## config.mk

```make
export PLATFORM = sky130hd
export DESIGN_NAME = cec_tx_seq
export DESIGN_NICKNAME = d
export VERILOG_FILES = /design/src/rtl/cec_tx_pkg.sv /design/src/rtl/cec_sft_timer.sv /design/src/rtl/cec_tx_flags.sv /design/src/rtl/cec_tx_fsm.sv /design/src/rtl/cec_tx_seq.sv
export SDC_FILE = /design/constraint.sdc
export NUM_CORES = 1
export LEC_CHECK = 0
export BUFFER_PORTS_ARGS = -buffer_cell sky130_fd_sc_hd__buf_2
export CAP_MARGIN = 20
export CORE_UTILIZATION = 51
export DETAILED_ROUTE_END_ITERATION = 6
export PLACE_DENSITY = 0.84
export SLEW_MARGIN = 25
export SYNTH_ARGS = -nofsm -noshare
export SYNTH_HDL_FRONTEND = slang
export SYNTH_SLANG_ARGS = --single-unit
```

## constraint.sdc

```tcl
create_clock -name clk -period 2.5 [get_ports clk]
set_clock_uncertainty 0.05 [all_clocks]
set_input_delay 0.125 -clock clk [delete_from_list [all_inputs] [get_ports clk]]
set_output_delay 0.125 -clock clk [all_outputs]
set_load 0.02 [all_outputs]
```

## src/rtl/cec_tx_pkg.sv

```systemverilog
// Shared types and the idle-wait length function for the transmit sequencer.
package cec_tx_pkg;

    typedef enum logic [1:0] {ST_IDLE, ST_WAIT, ST_SEND} tx_state_e;

    typedef enum logic [1:0] {PK_NEW, PK_RETRY, PK_SAME} prev_kind_e;

    localparam int FLAG_W  = 5;
    localparam int FL_END  = 0;
    localparam int FL_UDR  = 1;
    localparam int FL_ARB  = 2;
    localparam int FL_NACK = 3;
    localparam int FL_ERR  = 4;
    localparam int ADDR_W  = 4;
    localparam int MAX_HALVES = 14;

    // Idle wait in half-bit periods for a setting and the previous bus event.
    function automatic int unsigned wait_halves(input logic [2:0] sft, input prev_kind_e kind);
        if (sft != 3'd0)
            return 2 * int'(sft) - 1;
        case (kind)
            PK_RETRY: return 6;
            PK_SAME:  return 14;
            default:  return 10;
        endcase
    endfunction

endpackage

```

## src/rtl/cec_sft_timer.sv

```systemverilog
// Idle-wait timer. It counts clock cycles since the last restart and reports
// when the required number of half-bit periods has elapsed. It also remembers
// the kind of the last bus event, because the default wait depends on it.
// Assumes the end-of-message strobes are single-cycle pulses.
module cec_sft_timer
    import cec_tx_pkg::*;
#(
    parameter int HALF_CYC = 4
) (
    input  logic       clk,
    input  logic       rst_n,
    input  logic [2:0] cfg_sft,
    input  logic       cfg_auto_sft,
    input  logic       som_accept,
    input  logic       tx_ok,
    input  logic       tx_fail,
    input  logic       tx_lost,
    input  logic       rx_end,
    output logic       timer_done
);
    localparam int CNT_MAX = MAX_HALVES * HALF_CYC;
    localparam int CW      = $clog2(CNT_MAX + 1);

    logic [CW-1:0] fcnt;
    prev_kind_e    kind;
    logic          restart;
    int            need;

    assign restart = cfg_auto_sft ? (tx_ok | tx_fail | tx_lost | rx_end) : som_accept;
    assign need    = int'(wait_halves(cfg_sft, kind)) * HALF_CYC;
    assign timer_done = (int'(fcnt) + 1) >= need;

    // Saturating count of cycles since the last restart.
    always_ff @(posedge clk) begin
        if (!rst_n)
            fcnt <= '0;
        else if (restart)
            fcnt <= '0;
        else if (int'(fcnt) != CNT_MAX)
            fcnt <= fcnt + 1'b1;
    end

    // Record the kind of the most recent bus event.
    always_ff @(posedge clk) begin
        if (!rst_n)
            kind <= PK_NEW;
        else if (rx_end || tx_lost)
            kind <= PK_NEW;
        else if (tx_fail)
            kind <= PK_RETRY;
        else if (tx_ok)
            kind <= PK_SAME;
    end


    fcnt_range_chk: assert property (@(posedge clk) disable iff (!rst_n)
        int'(fcnt) <= CNT_MAX);

endmodule

```

## src/rtl/cec_tx_flags.sv

```systemverilog
// Sticky status flags with write-1-to-clear and a masked interrupt.
// In the same cycle, setting a flag wins over clearing it.
module cec_tx_flags #(
    parameter int W = 5
) (
    input  logic         clk,
    input  logic         rst_n,
    input  logic [W-1:0] set_i,
    input  logic [W-1:0] clr_i,
    input  logic [W-1:0] en_i,
    output logic [W-1:0] flags,
    output logic         irq
);
    for (genvar i = 0; i < W; i++) begin : g_flag
        // Hold one flag until it is cleared by software.
        always_ff @(posedge clk) begin
            if (!rst_n)
                flags[i] <= 1'b0;
            else
                flags[i] <= set_i[i] | (flags[i] & ~clr_i[i]);
        end


        sticky_chk: assert property (@(posedge clk) disable iff (!rst_n)
            flags[i] && !clr_i[i] |=> flags[i]);
    end

    assign irq = |(flags & en_i);

endmodule

```

## src/rtl/cec_tx_fsm.sv

```systemverilog
// Message/byte sequencer. It accepts the start command, waits for the idle
// timer, then feeds the header and the queued payload bytes to the
// serializer one at a time and judges each byte's outcome.
// Assumes the serializer raises ser_done at the earliest one cycle after ser_start.
module cec_tx_fsm
    import cec_tx_pkg::*;
#(
    parameter int MAX_PAY = 15
) (
    input  logic              clk,
    input  logic              rst_n,
    input  logic              som_set,
    input  logic              eom_set,
    input  logic              tx_wr,
    input  logic [7:0]        tx_wdata,
    input  logic [ADDR_W-1:0] init_addr,
    input  logic [ADDR_W-1:0] dest_addr,
    input  logic              timer_done,
    input  logic              ser_done,
    input  logic              ser_ack,
    input  logic              ser_arb_lost,
    input  logic              ser_err,
    output logic              busy,
    output logic              byte_req,
    output logic              ser_start,
    output logic [7:0]        ser_byte,
    output logic              ser_last,
    output logic              som_accept,
    output logic [FLAG_W-1:0] flag_set,
    output logic              tx_ok,
    output logic              tx_fail,
    output logic              tx_lost
);
    localparam int PW = $clog2(MAX_PAY + 1);

    tx_state_e     state;
    logic          eom_pend, hdr_last;
    logic [7:0]    nbuf;
    logic          nbuf_valid, nbuf_last;
    logic [PW-1:0] pay_cnt;
    logic          done_here, good, err_c, nack_c, udr_c, wr_ok, wr_last;

    assign done_here  = (state == ST_SEND) && ser_done;
    assign tx_lost    = done_here && ser_arb_lost;
    assign err_c      = done_here && !ser_arb_lost && ser_err;
    assign nack_c     = done_here && !ser_arb_lost && !ser_err && !ser_ack;
    assign good       = done_here && !ser_arb_lost && !ser_err && ser_ack;
    assign udr_c      = good && !ser_last && !nbuf_valid;
    assign tx_ok      = good && ser_last;
    assign tx_fail    = err_c | nack_c | udr_c;
    assign som_accept = (state == ST_IDLE) && som_set;
    assign wr_ok      = tx_wr && byte_req;
    assign wr_last    = eom_pend || eom_set || (pay_cnt == PW'(MAX_PAY - 1));
    assign busy       = (state != ST_IDLE);

    always_comb begin
        flag_set          = '0;
        flag_set[FL_END]  = tx_ok;
        flag_set[FL_UDR]  = udr_c;
        flag_set[FL_ARB]  = tx_lost;
        flag_set[FL_NACK] = nack_c;
        flag_set[FL_ERR]  = err_c;
    end

    // End-of-message mark: held until a header or payload byte uses it.
    always_ff @(posedge clk) begin
        if (!rst_n)
            eom_pend <= 1'b0;
        else if (som_accept || wr_ok)
            eom_pend <= 1'b0;
        else if (eom_set)
            eom_pend <= 1'b1;
        else if (tx_ok || tx_fail || tx_lost)
            eom_pend <= 1'b0;
    end

    // Main sequencing: idle, free-time wait, byte in flight.
    always_ff @(posedge clk) begin
        if (!rst_n) begin
            state      <= ST_IDLE;
            hdr_last   <= 1'b0;
            nbuf       <= '0;
            nbuf_valid <= 1'b0;
            nbuf_last  <= 1'b0;
            pay_cnt    <= '0;
            byte_req   <= 1'b0;
            ser_start  <= 1'b0;
            ser_byte   <= '0;
            ser_last   <= 1'b0;
        end else begin
            ser_start <= 1'b0;
            if (wr_ok) begin
                nbuf       <= tx_wdata;
                nbuf_last  <= wr_last;
                nbuf_valid <= 1'b1;
                byte_req   <= 1'b0;
                pay_cnt    <= pay_cnt + 1'b1;
            end
            case (state)
                ST_IDLE: begin
                    if (som_set) begin
                        state      <= ST_WAIT;
                        hdr_last   <= eom_pend | eom_set;
                        pay_cnt    <= '0;
                        nbuf_valid <= 1'b0;
                    end
                end
                ST_WAIT: begin
                    if (timer_done) begin
                        state     <= ST_SEND;
                        ser_start <= 1'b1;
                        ser_byte  <= {init_addr, dest_addr};
                        ser_last  <= hdr_last;
                        byte_req  <= !hdr_last;
                    end
                end
                default: begin
                    if (good && !ser_last && nbuf_valid) begin
                        ser_start  <= 1'b1;
                        ser_byte   <= nbuf;
                        ser_last   <= nbuf_last;
                        byte_req   <= !nbuf_last;
                        nbuf_valid <= 1'b0;
                    end else if (done_here) begin
                        state      <= ST_IDLE;
                        byte_req   <= 1'b0;
                        nbuf_valid <= 1'b0;
                    end
                end
            endcase
        end
    end


    byte_req_idle_chk: assert property (@(posedge clk) disable iff (!rst_n)
        (state == ST_IDLE) |-> !byte_req);


    ser_pulse_chk: assert property (@(posedge clk) disable iff (!rst_n)
        ser_start |=> !ser_start);


    arb_stop_chk: assert property (@(posedge clk) disable iff (!rst_n)
        tx_lost |=> (state == ST_IDLE) && !ser_start && !byte_req);


    pay_limit_chk: assert property (@(posedge clk) disable iff (!rst_n)
        int'(pay_cnt) <= MAX_PAY);

endmodule

```

## src/rtl/cec_tx_seq.sv

```systemverilog
// Top of the transmit sequencer: connects the message FSM, the idle-wait
// timer and the sticky flag bank. The bit serializer sits outside.
module cec_tx_seq
    import cec_tx_pkg::*;
#(
    parameter int HALF_CYC = 4,
    parameter int MAX_PAY  = 15
) (
    input  logic        clk,
    input  logic        rst_n,
    input  logic [2:0]  cfg_sft,
    input  logic        cfg_auto_sft,
    input  logic [3:0]  cfg_init_addr,
    input  logic [3:0]  cfg_dest_addr,
    input  logic        som_set,
    input  logic        eom_set,
    input  logic        tx_wr,
    input  logic [7:0]  tx_wdata,
    input  logic        rx_msg_end,
    input  logic [4:0]  flag_clr,
    input  logic [4:0]  irq_en,
    input  logic        ser_done,
    input  logic        ser_ack,
    input  logic        ser_arb_lost,
    input  logic        ser_err,
    output logic        busy,
    output logic        byte_req,
    output logic        ser_start,
    output logic [7:0]  ser_byte,
    output logic        ser_last,
    output logic [4:0]  flags,
    output logic        irq
);
    logic              som_accept, timer_done, tx_ok, tx_fail, tx_lost;
    logic [FLAG_W-1:0] flag_set;

    cec_tx_fsm #(.MAX_PAY(MAX_PAY)) u_fsm (
        .clk(clk), .rst_n(rst_n),
        .som_set(som_set), .eom_set(eom_set),
        .tx_wr(tx_wr), .tx_wdata(tx_wdata),
        .init_addr(cfg_init_addr), .dest_addr(cfg_dest_addr),
        .timer_done(timer_done),
        .ser_done(ser_done), .ser_ack(ser_ack),
        .ser_arb_lost(ser_arb_lost), .ser_err(ser_err),
        .busy(busy), .byte_req(byte_req),
        .ser_start(ser_start), .ser_byte(ser_byte), .ser_last(ser_last),
        .som_accept(som_accept), .flag_set(flag_set),
        .tx_ok(tx_ok), .tx_fail(tx_fail), .tx_lost(tx_lost)
    );

    cec_sft_timer #(.HALF_CYC(HALF_CYC)) u_timer (
        .clk(clk), .rst_n(rst_n),
        .cfg_sft(cfg_sft), .cfg_auto_sft(cfg_auto_sft),
        .som_accept(som_accept),
        .tx_ok(tx_ok), .tx_fail(tx_fail), .tx_lost(tx_lost),
        .rx_end(rx_msg_end),
        .timer_done(timer_done)
    );

    cec_tx_flags #(.W(FLAG_W)) u_flags (
        .clk(clk), .rst_n(rst_n),
        .set_i(flag_set), .clr_i(flag_clr), .en_i(irq_en),
        .flags(flags), .irq(irq)
    );


    end_idle_chk: assert property (@(posedge clk) disable iff (!rst_n)
        tx_ok |=> !busy);

endmodule

```

==> results.yml <==
status:
  outcome: "complete, no violations"
clock_tree:
  cts_root_buffer: "clkbuf_8"
  htreeDepth: 2
  clock_latency_ns: 0.29
  cts.clk_slew.worst_paths_ns: 0.08
  ctsLongestPathBuffers: 2
  holdBufCountCts: 0
  cts_made_buffers: 5
  cts.sinks: 42
  cts_tree: "built"
worst_setup_path:
  end_kind: "register"
  rrSetupSlack_ns: 0.16
  cp-startpoint: "u_timer.kind[1]$_SDFFE_PP0P_"
  r2r-start: "u_timer.kind[1]$_SDFFE_PP0P_"
  cp.arrival_ns: 2.46
  rr_worst_depth: 10
  r2r_end: "u_fsm.ser_byte[3]$_SDFFE_PN0P_"
  cp-endpoint: "u_fsm.ser_byte[3]$_SDFFE_PN0P_"
  start_kind: "register"
  crit_path_max_fanout: 7
  required_ns: 2.62
  critPathKind: "register to register"
yosys:
  synth_ff_type: "dfxtp_1"
  synth_area_mm2: 0.00202
  synth_warnings: 0
  synthArstFlopShare_pct: 0
  yosysSeqAreaShare_pct: 41.6
  synthCells: 220
  synth-edff-count: 0
  ys_ff_latch: 42
  syn_avg_cell_area_um2: 9.20
  synthesis.nets: 271
  synth_cell_type_count: 49
detailed_routing:
  num_vias: 1783
  drcViolationCount: 0
  viasPerCell: 5.39
  first_iter_violations: 97
  wl_per_cell_um: 13.1
  routed_wl_mm: 4.34
  firstDrtPassIters: 4
  drtAntennaViolNets: 0
layout:
  diodes: 0
  final_core_util_pct: 68.1
  final_area_mm2: 0.00255
  fin_nets: 333
  drive_above_1_share_pct: 33.9
  area_growth_pct: 26.0
floorplanning:
  start_util_pct: 54.0
  die_height_um: 65.0
  die_area_mm2: 0.00422
  ios: 58
  die_w_um: 65.0
  rows: 22
  core_area_mm2: 0.00374
power:
  pwr-share-comb_pct: 9.7
  cellPowerDensity_mw_per_mm2: 526
  p_clk_share_pct: 38.7
  p_sw_mw: 0.301
  seq_power_share_pct: 51.6
  swShare_pct: 22.4
  peakVddDrop_mv: 0.332
  p_int_mw: 1.04
  leakagePower_nw: 1.03
sta:
  setup_viol_count_final: 0
  fin_setup_tns_ns: 0
  fin_crit_sh_pct: 93.5
  fmax_mhz: 428
  rsz0062_at_grt: "no"
  slew_headroom_pct: 56.8
  final.min_clock_period_ns: 2.34
  slew_viol_final: 0
  hold_viol_final: 0
  tightest_slew_ns: 0.648
global_routing:
  grt_pass1_wl_mm: 7.25
  grt.overflow.total: 0
  grt_pass1_vias: 1633
  antenna_found_initial: 0
  grtUsageTotal_pct: 22.6
  grt_max_degree: 28
place:
  place_congestion: 0.811
  port-buffer-count: 57
  dp_hpwl_mm: 3.23
  dpl_cell_area_mm2: 0.00235
min_path:
  hold_path.class: "primary input to register"
  hold-path-cell-count: 3
run:
  max-cap-violations: 0
==> worst min path at each step <==
stage	to	startpoint
after floorplan	u_fsm.byte_req$_SDFF_PN0_	rst_n
after detailed placement	u_fsm.nbuf[6]$_SDFFE_PN0P_	tx_wdata[6]
after global routing	u_fsm.nbuf[7]$_SDFFE_PN0P_	tx_wdata[7]
after global placement	u_fsm.nbuf[2]$_SDFFE_PN0P_	tx_wdata[2]
final	u_fsm.nbuf[2]$_SDFFE_PN0P_	tx_wdata[2]
after CTS	u_fsm.nbuf[6]$_SDFFE_PN0P_	tx_wdata[6]
==> flip-flops by register name (all words and copies together) (netlist names) <==
name              flops
u_fsm.nbuf            8
u_fsm.eom_pend        1
u_fsm.state           2
u_fsm.hdr_last        1
u_flags.flags         5
u_fsm.nbuf_valid      1
u_fsm.byte_req        1
u_fsm.ser_byte        8
u_fsm.ser_start       1
u_fsm.pay_cnt         4
u_timer.fcnt          6
u_timer.kind          2
u_fsm.ser_last        1
u_fsm.nbuf_last       1
==> cell usage after synthesis (all sizes together) (2+ instances only) <==
cell / instances / area, µm²
o2bb2ai: 8 / 70.1
mux2: 2 / 22.5
and2: 3 / 18.8
nor2b: 6 / 37.5
a31oi: 2 / 12.5
nor2: 17 / 63.8
buf: 5 / 38.8
xnor2: 6 / 52.6
a211oi: 2 / 15.0
mux2i: 2 / 20.0
a22oi: 10 / 85.1
xor2: 2 / 17.5
nand2b: 4 / 25.0
nand3b: 3 / 22.5
nor3: 5 / 36.3
nand3: 5 / 25.0
nor3b: 2 / 20.0
o21ai: 5 / 28.8
ha: 11 / 138
a21oi: 20 / 104
and3: 2 / 17.5
dfxtp: 42 / 841
inv: 11 / 41.3
nand2: 30 / 113
==> per-layer routing <==
| layer | vias to the layer above | global-route usage [%] | routed length (µm) |
|---|---|---|---|
| li1 | 903 | - | - |
| met1 | 811 | 30.1 | 1950 |
| met2 | 64 | 35.2 | 2060 |
| met3 | 5 | 4.40 | 264 |
| met4 | 0 | 10.0 | 59 |
| met5 | - | 0 | 0 |
==> timing repair <==
action,CTS,global route
pin swaps,1,2
setup buffers,2,0
setup endpoints to repair,2,10
gates resized for setup,1,14
==> metrics by stage <==
stage          setup slack (ns)  hold slack [ns]  power (mW)  cells
3_3_place_gp             0.0605            0.317       0.826    321
4_1_cts                 0.00198          0.00544        1.35    331
3_5_place_dp           0.000147            0.321       0.828    321
2_1_floorplan             0.216            0.203       0.771    220
5_1_grt                  0.0141           0.0251        1.40    331
6_report                  0.163           0.0129        1.34    331
==> worst max-delay path, stage by stage, from the launching register on <==
cell and delay (ns):
dfxtp_2 0.33, inv_1 0.04, ha_1 0.25, mux2_2 0.26, ha_1 0.27, o211ai_1 0.09
a31oi_1 0.08, o311a_4 0.45, buf_12 0.15, a22oi_1 0.14, o2bb2ai_1 0.09
==> power groups by stage <==
stage,clock (mW),combinational [mW],sequential (mW)
2_1_floorplan,0,0.0648,0.706
3_3_place_gp,0,0.121,0.705
3_5_place_dp,0,0.123,0.705
4_1_cts,0.531,0.127,0.690
5_1_grt,0.559,0.144,0.693
6_report,0.519,0.130,0.691
==> cell families after synthesis <==
| kind of cell | Yosys count | synth area share, % |
|---|---|---|
| AND/OR/NAND/NOR | 83 | 21.9 |
| AO/OA/AOI/OAI | 55 | 20.0 |
| buffers and inverters | 17 | 4.14 |
| flip-flops | 42 | 41.6 |
| adder cells (fa/ha/maj) | 11 | 6.80 |
| multiplexers | 4 | 2.10 |
| XOR/XNOR | 8 | 3.46 |
==> placed cells by master, fill, tap and decap left out, drive strengths merged, types with 3 or more instances in the layout <==
cell	Yosys	routed
o21ai	5	5
nor3	5	5
nand3	5	5
dfxtp	42	42
nand2	30	30
nand3b	3	3
a21oi	20	20
inv	11	11
clkbuf	1	7
o2bb2ai	8	8
nor2	17	17
xnor2	6	6
ha	11	11
a22oi	10	10
nand2b	4	4
nor2b	6	6
buf	5	61
and2	3	3
==> layout make-up <==
type	instances	area, µm²
clock buffer	7	76.3
clock inverter	1	30.0
fill	301	1190
inverter	11	41.3
multi-input combinational	161	1170
sequential	42	846
tap	48	60.1
timing repair buffer	61	328
Power figures use the tool's default switching activity.
